### src/rtl/chg_smbus_pkg.sv
package chg_smbus_pkg;
  localparam logic [7:0]  CMD_OPT  = 8'h12;
  localparam logic [7:0]  CMD_ICHG = 8'h14;
  localparam logic [7:0]  CMD_VCHG = 8'h15;
  localparam logic [7:0]  CMD_IIN  = 8'h3F;
  localparam logic [7:0]  CMD_MFG  = 8'hFE;
  localparam logic [7:0]  CMD_DEV  = 8'hFF;
  localparam logic [15:0] OPT_POR  = 16'h7904;
  localparam logic [15:0] IIN_POR  = 16'h1000;
  localparam logic [15:0] MFG_CODE = 16'h0040;
  localparam logic [15:0] DEV_CODE = 16'h000A;
  localparam logic [15:0] NO_REG   = 16'hFFFF;

  typedef enum logic [2:0] {
    PH_IDLE, PH_ADDR, PH_CMD, PH_WLO, PH_WHI, PH_RLO, PH_RHI, PH_DONE
  } phase_t;

  typedef enum logic [1:0] {RI_OPT, RI_ICHG, RI_VCHG, RI_IIN} reg_idx_t;
endpackage

### src/rtl/smb_pin_sync.sv
module smb_pin_sync #(
  parameter int STAGES = 2
) (
  input  logic clk,
  input  logic rst,
  input  logic scl_i,
  input  logic sda_i,
  output logic sda_s,
  output logic scl_rise,
  output logic scl_fall,
  output logic start_ev,
  output logic stop_ev
);
  logic [STAGES-1:0] scl_pipe, sda_pipe;
  logic scl_d, sda_d, scl_s;

  always_ff @(posedge clk) begin
    if (rst) begin
      scl_pipe <= '1;
      sda_pipe <= '1;
      scl_d    <= 1'b1;
      sda_d    <= 1'b1;
    end else begin
      scl_pipe <= {scl_pipe[STAGES-2:0], scl_i};
      sda_pipe <= {sda_pipe[STAGES-2:0], sda_i};
      scl_d    <= scl_pipe[STAGES-1];
      sda_d    <= sda_pipe[STAGES-1];
    end
  end

  assign scl_s    = scl_pipe[STAGES-1];
  assign sda_s    = sda_pipe[STAGES-1];
  assign scl_rise = scl_s & ~scl_d;
  assign scl_fall = ~scl_s & scl_d;
  assign start_ev = scl_s & scl_d & sda_d & ~sda_s;
  assign stop_ev  = scl_s & scl_d & ~sda_d & sda_s;
endmodule

### src/rtl/smb_byte_fsm.sv
module smb_byte_fsm
  import chg_smbus_pkg::*;
#(
  parameter logic [6:0] ADDR7 = 7'h09
) (
  input  logic        clk,
  input  logic        rst,
  input  logic        sda_s,
  input  logic        scl_rise,
  input  logic        scl_fall,
  input  logic        start_ev,
  input  logic        stop_ev,
  input  logic [15:0] rd_word,
  output logic [7:0]  cmd_q,
  output logic [15:0] wdata_q,
  output logic        wr_en,
  output logic        sda_oe
);
  phase_t     ph;
  logic [3:0] bitcnt;
  logic [7:0] rx, tx, lo_q;
  logic       rw, mack, oe_q;

  always_ff @(posedge clk) begin
    if (rst) begin
      ph <= PH_IDLE; bitcnt <= '0; rx <= '0; tx <= '0; lo_q <= '0;
      rw <= 1'b0; mack <= 1'b0; oe_q <= 1'b0; cmd_q <= '0;
      wdata_q <= '0; wr_en <= 1'b0;
    end else begin
      wr_en <= 1'b0;
      if (start_ev) begin
        ph <= PH_ADDR; bitcnt <= '0; oe_q <= 1'b0;
      end else if (stop_ev) begin
        ph <= PH_IDLE; bitcnt <= '0; oe_q <= 1'b0;
      end else if (ph != PH_IDLE && ph != PH_DONE) begin
        if (scl_rise) begin
          if (bitcnt < 4'd8) rx <= {rx[6:0], sda_s};
          else mack <= ~sda_s;
          bitcnt <= bitcnt + 4'd1;
        end else if (scl_fall) begin
          if (bitcnt == 4'd8) begin
            case (ph)
              PH_ADDR: if (rx[7:1] == ADDR7) begin
                         oe_q <= 1'b1; rw <= rx[0];
                       end else ph <= PH_DONE;
              PH_CMD:  begin cmd_q <= rx; oe_q <= 1'b1; end
              PH_WLO:  begin lo_q <= rx; oe_q <= 1'b1; end
              PH_WHI:  begin wdata_q <= {rx, lo_q}; wr_en <= 1'b1; oe_q <= 1'b1; end
              default: oe_q <= 1'b0;
            endcase
          end else if (bitcnt == 4'd9) begin
            bitcnt <= '0;
            oe_q   <= 1'b0;
            case (ph)
              PH_ADDR: if (rw) begin
                         ph <= PH_RLO; tx <= rd_word[7:0]; oe_q <= ~rd_word[7];
                       end else ph <= PH_CMD;
              PH_CMD:  ph <= PH_WLO;
              PH_WLO:  ph <= PH_WHI;
              PH_RLO:  if (mack) begin
                         ph <= PH_RHI; tx <= rd_word[15:8]; oe_q <= ~rd_word[15];
                       end else ph <= PH_DONE;
              default: ph <= PH_DONE;
            endcase
          end else if (bitcnt != 4'd0 && (ph == PH_RLO || ph == PH_RHI)) begin
            tx   <= {tx[6:0], 1'b0};
            oe_q <= ~tx[6];
          end
        end
      end
    end
  end

  assign sda_oe = oe_q;


  idle_release_chk: assert property (@(posedge clk) disable iff (rst)
    (ph == PH_IDLE) |-> !oe_q);

  wr_single_chk: assert property (@(posedge clk) disable iff (rst)
    wr_en |=> !wr_en);
endmodule

### src/rtl/chg_reg_bank.sv
module chg_reg_bank
  import chg_smbus_pkg::*;
#(
  parameter int ICHG_LSB = 6,
  parameter int ICHG_MSB = 12,
  parameter int ICHG_MIN = 2,
  parameter int VCHG_LSB = 4,
  parameter int VCHG_MSB = 14,
  parameter int VCHG_MIN = 64,
  parameter int VCHG_MAX = 1200,
  parameter int IIN_LSB  = 7,
  parameter int IIN_MSB  = 12,
  parameter int IIN_MIN  = 1
) (
  input  logic        clk,
  input  logic        rst,
  input  logic        wr_en,
  input  logic [7:0]  cmd,
  input  logic [15:0] wdata,
  output logic [15:0] opt_q,
  output logic [15:0] ichg_q,
  output logic [15:0] vchg_q,
  output logic [15:0] iin_q,
  output logic [15:0] rd_word,
  output logic        wr_stb,
  output logic [1:0]  wr_idx,
  output logic        term_o
);
  localparam logic [15:0] ICHG_MASK = 16'((32'd1 << (ICHG_MSB + 1)) - (32'd1 << ICHG_LSB));
  localparam logic [15:0] VCHG_MASK = 16'((32'd1 << (VCHG_MSB + 1)) - (32'd1 << VCHG_LSB));
  localparam logic [15:0] IIN_MASK  = 16'((32'd1 << (IIN_MSB + 1)) - (32'd1 << IIN_LSB));

  logic [15:0] ichg_fld, vchg_fld, iin_fld;
  logic        ichg_ok, vchg_ok, iin_ok;

  always_comb begin
    ichg_fld = (wdata & ICHG_MASK) >> ICHG_LSB;
    vchg_fld = (wdata & VCHG_MASK) >> VCHG_LSB;
    iin_fld  = (wdata & IIN_MASK) >> IIN_LSB;
    ichg_ok  = ichg_fld >= 16'(ICHG_MIN);
    vchg_ok  = (vchg_fld >= 16'(VCHG_MIN)) && (vchg_fld <= 16'(VCHG_MAX));
    iin_ok   = iin_fld >= 16'(IIN_MIN);
  end

  always_ff @(posedge clk) begin
    if (rst) begin
      opt_q <= OPT_POR; ichg_q <= '0; vchg_q <= '0; iin_q <= IIN_POR;
      wr_stb <= 1'b0; wr_idx <= RI_OPT; term_o <= 1'b0;
    end else begin
      wr_stb <= 1'b0;
      if (wr_en) begin
        case (cmd)
          CMD_OPT: begin
            opt_q <= wdata; wr_stb <= 1'b1; wr_idx <= RI_OPT;
          end
          CMD_ICHG: begin
            ichg_q <= ichg_ok ? (wdata & ICHG_MASK) : '0;
            term_o <= ~ichg_ok; wr_stb <= 1'b1; wr_idx <= RI_ICHG;
          end
          CMD_VCHG: begin
            vchg_q <= vchg_ok ? (wdata & VCHG_MASK) : '0;
            term_o <= ~vchg_ok; wr_stb <= 1'b1; wr_idx <= RI_VCHG;
          end
          CMD_IIN: begin
            iin_q <= iin_ok ? (wdata & IIN_MASK) : '0;
            term_o <= ~iin_ok; wr_stb <= 1'b1; wr_idx <= RI_IIN;
          end
          default: ;
        endcase
      end
    end
  end

  always_comb begin
    case (cmd)
      CMD_OPT:  rd_word = opt_q;
      CMD_ICHG: rd_word = ichg_q;
      CMD_VCHG: rd_word = vchg_q;
      CMD_IIN:  rd_word = iin_q;
      CMD_MFG:  rd_word = MFG_CODE;
      CMD_DEV:  rd_word = DEV_CODE;
      default:  rd_word = NO_REG;
    endcase
  end


  ichg_floor_chk: assert property (@(posedge clk) disable iff (rst)
    (ichg_q == 16'd0) || (((ichg_q & ICHG_MASK) >> ICHG_LSB) >= 16'(ICHG_MIN)));

  vchg_window_chk: assert property (@(posedge clk) disable iff (rst)
    (vchg_q == 16'd0) || (((vchg_q >> VCHG_LSB) >= 16'(VCHG_MIN)) &&
                          ((vchg_q >> VCHG_LSB) <= 16'(VCHG_MAX))));

  iin_mask_chk: assert property (@(posedge clk) disable iff (rst)
    (iin_q & ~IIN_MASK) == 16'd0);

  term_cause_chk: assert property (@(posedge clk) disable iff (rst)
    $rose(term_o) |-> $past(wr_en));
endmodule

### src/rtl/chg_smbus_regs.sv
module chg_smbus_regs #(
  parameter logic [6:0] ADDR7       = 7'h09,
  parameter int         SYNC_STAGES = 2
) (
  input  logic        clk,
  input  logic        rst,
  input  logic        scl_i,
  input  logic        sda_i,
  output logic        sda_oe,
  output logic [15:0] opt_q,
  output logic [15:0] ichg_q,
  output logic [15:0] vchg_q,
  output logic [15:0] iin_q,
  output logic        wr_stb,
  output logic [1:0]  wr_idx,
  output logic        term_o
);
  logic        sda_s, scl_rise, scl_fall, start_ev, stop_ev, wr_en;
  logic [7:0]  cmd;
  logic [15:0] wdata, rd_word;

  smb_pin_sync #(.STAGES(SYNC_STAGES)) u_sync (
    .clk(clk), .rst(rst), .scl_i(scl_i), .sda_i(sda_i), .sda_s(sda_s),
    .scl_rise(scl_rise), .scl_fall(scl_fall), .start_ev(start_ev), .stop_ev(stop_ev)
  );

  smb_byte_fsm #(.ADDR7(ADDR7)) u_fsm (
    .clk(clk), .rst(rst), .sda_s(sda_s), .scl_rise(scl_rise), .scl_fall(scl_fall),
    .start_ev(start_ev), .stop_ev(stop_ev), .rd_word(rd_word), .cmd_q(cmd),
    .wdata_q(wdata), .wr_en(wr_en), .sda_oe(sda_oe)
  );

  chg_reg_bank u_bank (
    .clk(clk), .rst(rst), .wr_en(wr_en), .cmd(cmd), .wdata(wdata),
    .opt_q(opt_q), .ichg_q(ichg_q), .vchg_q(vchg_q), .iin_q(iin_q),
    .rd_word(rd_word), .wr_stb(wr_stb), .wr_idx(wr_idx), .term_o(term_o)
  );


  stb_pulse_chk: assert property (@(posedge clk) disable iff (rst)
    wr_stb |=> !wr_stb);
endmodule

### config.mk
export PLATFORM = sky130hd
export DESIGN_NAME = chg_smbus_regs
export DESIGN_NICKNAME = d
export VERILOG_FILES = /design/src/rtl/chg_smbus_pkg.sv /design/src/rtl/smb_pin_sync.sv /design/src/rtl/smb_byte_fsm.sv /design/src/rtl/chg_reg_bank.sv /design/src/rtl/chg_smbus_regs.sv
export SDC_FILE = /design/constraint.sdc
export NUM_CORES = 1
export LEC_CHECK = 0
export BUFFER_PORTS_ARGS = -buffer_cell sky130_fd_sc_hd__buf_2
export CORE_AREA = 8 8 140 142
export DETAILED_ROUTE_END_ITERATION = 10
export DIE_AREA = 0 0 148 150
export HOLD_SLACK_MARGIN = 0.1
export SETUP_SLACK_MARGIN = 0.3
export SLEW_MARGIN = 5
export SYNTH_ARGS = -nofsm -noshare
export SYNTH_HDL_FRONTEND = slang
export SYNTH_SLANG_ARGS = --single-unit
### constraint.sdc
create_clock -name clk -period 2.4 [get_ports clk]
set_clock_uncertainty 0.15 [all_clocks]
set_input_delay 0.24 -clock clk [delete_from_list [all_inputs] [get_ports clk]]
set_output_delay 0.24 -clock clk [all_outputs]
set_load 0.01 [all_outputs]
---- Word level (Yosys, flattened, before mapping) ----
Cells that the tools add are included.
storage, ports and cells
  bits in registers ....................... 132
  logic and storage cells ................. 155
  output and inout bits ................... 69
  input bits .............................. 4
cells by class
  equality and inequality tests ........... 26
  $lt $le $gt $ge ......................... 5
  bitwise operators ....................... 25
  mux-type cells .......................... 37
  add/subtract/negate cells ............... 1
  reductions and logical operators ........ 38
operator list
  kind                                                                     number
  16-bit case mux with 6 select lines                                      1
  7-bit two-way mux                                                        4
  13-bit two-way mux                                                       2
  8-bit by 5-bit equality test with 1-bit output (second input constant)   3
  7-bit AND reduction                                                      3
  1-bit NOT                                                                18
  8-bit equality test (second input constant)                              2
  4-bit two-way mux                                                        4
  15-bit two-way mux                                                       1
  3-bit two-way mux                                                        5
  5-bit AND reduction                                                      3
  3-bit nonzero test                                                       5
  1-bit two-way mux                                                        14
  7-bit case mux with 2 select lines                                       1
  3-bit case mux with 4 select lines                                       1
  2-bit AND reduction                                                      6
  6-bit AND reduction                                                      2
  4-bit nonzero test                                                       3
  11-bit by 7-bit >= comparator with 1-bit output (second input constant)  1
  11-bit less-or-equal comparator (second input constant)                  1
  10-bit AND reduction                                                     1
  3-bit equality test (second input constant)                              3
  3-bit != test (second input constant)                                    3
  4-bit equality test (second input constant)                              2
  25 further kinds                                                         43

---- Depth between registers and ports, before layout ----
  depth in word-level cells ............... 9
  gate-level depth with buffers ........... 10
  depth with buffers taken out ............ 8

---- By module ----
Synthesis repeated with hierarchy kept, for this count alone.
unflattened totals
  cells, all modules ...................... 578
  area total of the unflattened synthesis .. 5207.5 um2
modules (own cells, without submodules)
  module        area an instance (um2)  seq. area each (um2)  instances  cells each
  smb_byte_fsm  2740.1                  1161.1                1          295
  chg_reg_bank  2277.2                  880.8                 1          267
  smb_pin_sync  190.2                   120.1                 1          16

---- Worst setup path after synthesis ----
OpenSTA, ideal clock, no wires.
  path type ............................... flip-flop to flip-flop
  start ................................... register u_sync.scl_d
  end ..................................... register u_fsm.tx[4]
  path buffers ............................ 0
  slack ................................... 15 ps
  arrival ................................. 2103 ps
  setup time .............................. 132 ps
  clock period less this slack ............ 2385 ps
  stages on the path, launching flop included .. 9
  data required time ...................... 2118 ps
  cell sequence ........................... dfxtp_1 > inv_1 > ha_1 > nor2b_2 > or3b_4 > a2111o_1 > or3_1 > o21ai_1 > nor3_1
on the way
  longest elaborated chain between the ends .. 5
  elaborated cells on any way between the ends .. 12
  classes of those cells .................. bitwise: 11; reduce/logical: 1
ends and longest elaborated chain
  element                                            RTL line                                RTL
  from (decl)                                        smb_pin_sync.sv:15                      logic scl_d, sda_d, scl_s;
  from (signal assigned)                             smb_pin_sync.sv:26                      scl_d <= scl_pipe[STAGES-1];
  1-bit AND                                          smb_pin_sync.sv:35, smb_pin_sync.sv:36
  1-bit AND, on equally long branches (2 in series)  smb_pin_sync.sv:36, smb_pin_sync.sv:35
  1-bit NOT (no line)                                -
  10-bit AND reduction (no line) (*)                 -
  to (signal assigned)                               smb_byte_fsm.sv:66                      tx <= {tx[6:0], 1'b0};
  to (decl)                                          smb_byte_fsm.sv:21                      logic [7:0] rx, tx, lo_q;
Mark *: on every way between the ends. The rest lies on a longest branch, timed or not.
A chain may end at the register's enable or synchronous reset.

---- Final worst setup path ----
  start ................................... register u_sync.scl_d
  end ..................................... register u_fsm.lo_q[7]
on the way
  longest elaborated chain between the ends .. 5
  elaborated cells on any way between the ends .. 12
  classes of those cells .................. bitwise: 11; reduce/logical: 1
ends and longest elaborated chain
  element                                            RTL line                                RTL
  1-bit AND                                          smb_pin_sync.sv:35, smb_pin_sync.sv:36
  1-bit AND, on equally long branches (2 in series)  smb_pin_sync.sv:36, smb_pin_sync.sv:35
  1-bit NOT (no line)                                -
  7-bit AND reduction (no line) (*)                  -
  to (signal assigned)                               smb_byte_fsm.sv:26                      ph <= PH_IDLE; bitcnt <= '0; rx <= '0; tx <= '0; lo_q <= '0;
  to (signal assigned)                               smb_byte_fsm.sv:47                      PH_WLO: begin lo_q <= rx; oe_q <= 1'b1; end
  to (decl)                                          smb_byte_fsm.sv:21
Marked as above.

==> impl_metrics.ini <==
[setup_path]
start_kind = flop
critPathKind = flop to flop
cp-startpoint = u_sync.scl_d
worstPathArrival_ns = 2.40
critPathCaptureType = flop
critical_path.max_fanout = 8
r2r-start = u_sync.scl_d
crit_required_ns = 2.49

[synth]
synth_cells = 580
async_flop_share_pct = 0
avgSynthCellArea_um2 = 8.76
seq_area_frac_synth_pct = 42.6
synth_ff_type = dfxtp_1
synth.area.top_cells = dfxtp_1 (43%), mux2i_1 (9.7%), nor2_1 (5.2%)
yosysTopAreaCellShare_pct = 42.6
yosysTopAreaCell = dfxtp_1
yosys_warnings = 0
synth-edff-count = 0
synth-seq-cells = 108
synth.distinct_cells = 65
synth.cell_area_um2 = 5080

[clock_tree]
clk_pin_slew_worst_paths_ns = 0.08
cts_buffers = 9
ctsRootBufferMaster = clkbuf_16
cts_tree = yes
clockBufferDepth = 2
clock_sinks = 108
htree_levels = 3
clock_latency_ns = 0.35

[placed_design]
gp_routability_congestion = 0.837
io_buffers = 48
dpl_cell_area_um2 = 5680
place.detailed.hpwl_um = 10600

[grt]
overflow = 0
grt_util_met2_pct = 20.1
grt_usage_pct = 12.7
busiest_layer = met2
grt_use_met3_pct = 1.48
antenna_found_initial = 0
grt_pass1_wl_um = 22500
grt_pass1_vias = 4080
grt_max_degree = 38
use_met1_pct = 16.9

[cells_and_area]
final_cell_mix = dfxtp_1 (100), nor2_1 (70), nand2_1 (52)
num-fill-cells = 1798
insertedDiodeCount = 0
mostFrequentLayoutCell = dfxtp_1
area_growth_pct = 25.9
stdcell_area_um2 = 6390
layout.nets = 674
drive_above_1_share_pct = 26.3

[detailed_routing]
drt_iter0_markers = 288
wl_per_cell_um = 16.4
routed_wl_um = 14700
route.detailed.drc = 0
postRouteAntennaNets = 0
vias = 4477
drtPass1Iterations = 5
viasPerCell = 4.99

[run_status]
status = finished clean

[timing]
finalHoldViolations = 0
grt_setup_unrepaired = true
maxSlewHeadroom_pct = 55.7
slew_viol_final = 0
worst_slew_pin_slew_ns = 0.661
min_period_ns = 2.31
max_freq_mhz = 433
setup_viol = 0
period_share_pct = 96.2
setup_tns_ns = 0

[die]
die_area_um2 = 22200
die_w_um = 148
num_io_pins = 73
core-area_um2 = 17500
die_h_um = 150
num_rows = 49
initial_utilization_pct = 29.0

[hold_path]
worstHoldPathType = input pin to flop
worstHoldStart = rst

[pwr]
p_leak_nw = 2.85
powerDensity_nw_per_um2 = 541
power.total_mw = 3.46
ir_drop_mv = 0.420

[flow_run]
maxCapViolCount = 0
-- metal layers --
metal	wire length (µm)	part of all wire [%]
met5	0	0
met4	327	2.2
met3	734	5.0
met2	6960	47
met1	6720	46
-- cells in the mapped netlist, drive strengths merged (2+ instances only) --
cell and number:
or3b 4, a221oi 4, a211oi 2, inv 12
nand3 36, nand4 5, a22oi 8, nor4b 2
a31oi 2, a311oi 4, a21o 2, a2bb2oi 4
nand2b 2, o211ai 3, a21oi 36, nand2 55
o21ai 20, clkbuf 20, ha 6, xor2 2
nor2b 12, nand4b 2, nor3b 4, buf 37
nor3 16, nor4 2, dfxtp 108, and3 5
and2 7, or2 6, mux2i 49, nor2 71
a41oi 2, a22o 15
-- worst max-delay path: stages (launching register included) --
cell	delay, ns
dfxtp_4	0.37
inv_2	0.05
ha_4	0.16
nor2b_4	0.11
or3b_4	0.39
buf_6	0.13
nor3_4	0.22
and3_4	0.24
buf_12	0.13
mux2i_1	0.18
nor2_1	0.05
-- state kept, by name, summed over array words and instances, names as in the netlist --
register and count:
u_bank.opt_q 16, u_fsm.wdata_q 16, u_bank.vchg_q 11, u_fsm.cmd_q 8, u_fsm.lo_q 8, u_fsm.rx 8, u_bank.ichg_q 7, u_fsm.tx 7
u_bank.iin_q 6, u_fsm.bitcnt 4, u_fsm.ph 3, u_bank.wr_idx 2, u_sync.scl_pipe 2, u_sync.sda_pipe 2, u_bank.term_o 1, u_bank.wr_stb 1
u_fsm.mack 1, u_fsm.rw 1, u_fsm.sda_oe 1, u_fsm.wr_en 1, u_sync.scl_d 1, u_sync.sda_d 1
-- final timing paths --
path	end	slack [ns]	cells past startpoint
setup / recovery	u_fsm.lo_q[7]	0.09	10
setup reg to reg	u_fsm.lo_q[7]	0.09	10
hold reg to reg	u_sync.sda_pipe[1]	0.26	1
hold / removal	u_bank.wr_stb	0.12	2
-- power by group --
part           internal, mW  leakage (nW)  total (mW)  switching, mW
sequential             1.79         0.874        1.80        0.00608
clock                 0.835         0.152        1.56          0.726
combinational        0.0288          1.82       0.102         0.0736
-- cells by family (layout without fill, tap and decap cells) --
group                      Yosys count  after routing  share of synthesized area [%]
adders and majority gates            6              6                           1.48
DFF                                108            108                           42.6
xor gates and xnor gates             2              2                          0.345
other                                1             24                         0.0738
and+or+nand+nor                    233            233                           23.3
AOI/OAI and AO/OA                  111            111                           14.7
buffers and inverters               69            135                           7.64
muxes                               50             50                           9.88
-- final cells by class --
type / instances / area (µm²) / share of cell area [%]
Clock buffer: 10 / 229 / 3.58
Clock inverter: 6 / 78.8 / 1.23
Inverter: 12 / 47.5 / 0.743
Multi-Input combinational cell: 426 / 2840 / 44.4
Sequential cell: 108 / 2180 / 34.1
Tap cell: 229 / 287 / 4.48
Timing Repair Buffer: 107 / 733 / 11.5
-- metrics by stage --
| step | instances | hold WS [ns] | util [%] | setup slack (ns) |
|---|---|---|---|---|
| 2_1_floorplan | 603 | 0.194 | - | 0.249 |
| 3_3_place_gp | 859 | 0.251 | 32.4 | 0.143 |
| 3_5_place_dp | 859 | 0.248 | 32.4 | 0.0382 |
| 4_1_cts | 885 | 0.107 | 35.1 | 0.0830 |
| 5_1_grt | 898 | 0.127 | 36.5 | -0.00143 |
| 6_report | 898 | 0.116 | 36.5 | 0.0908 |
-- what timing repair did --
action                                  CTS  global route
gates resized for setup                  21            40
gates cloned                              0             1
hold buffers                              2             0
hold endpoints to repair                  2             0
pin swaps                                 6            27
endpoints found under the setup margin   76            60
setup buffers                             8            12
(Power assumes the default switching activity.)
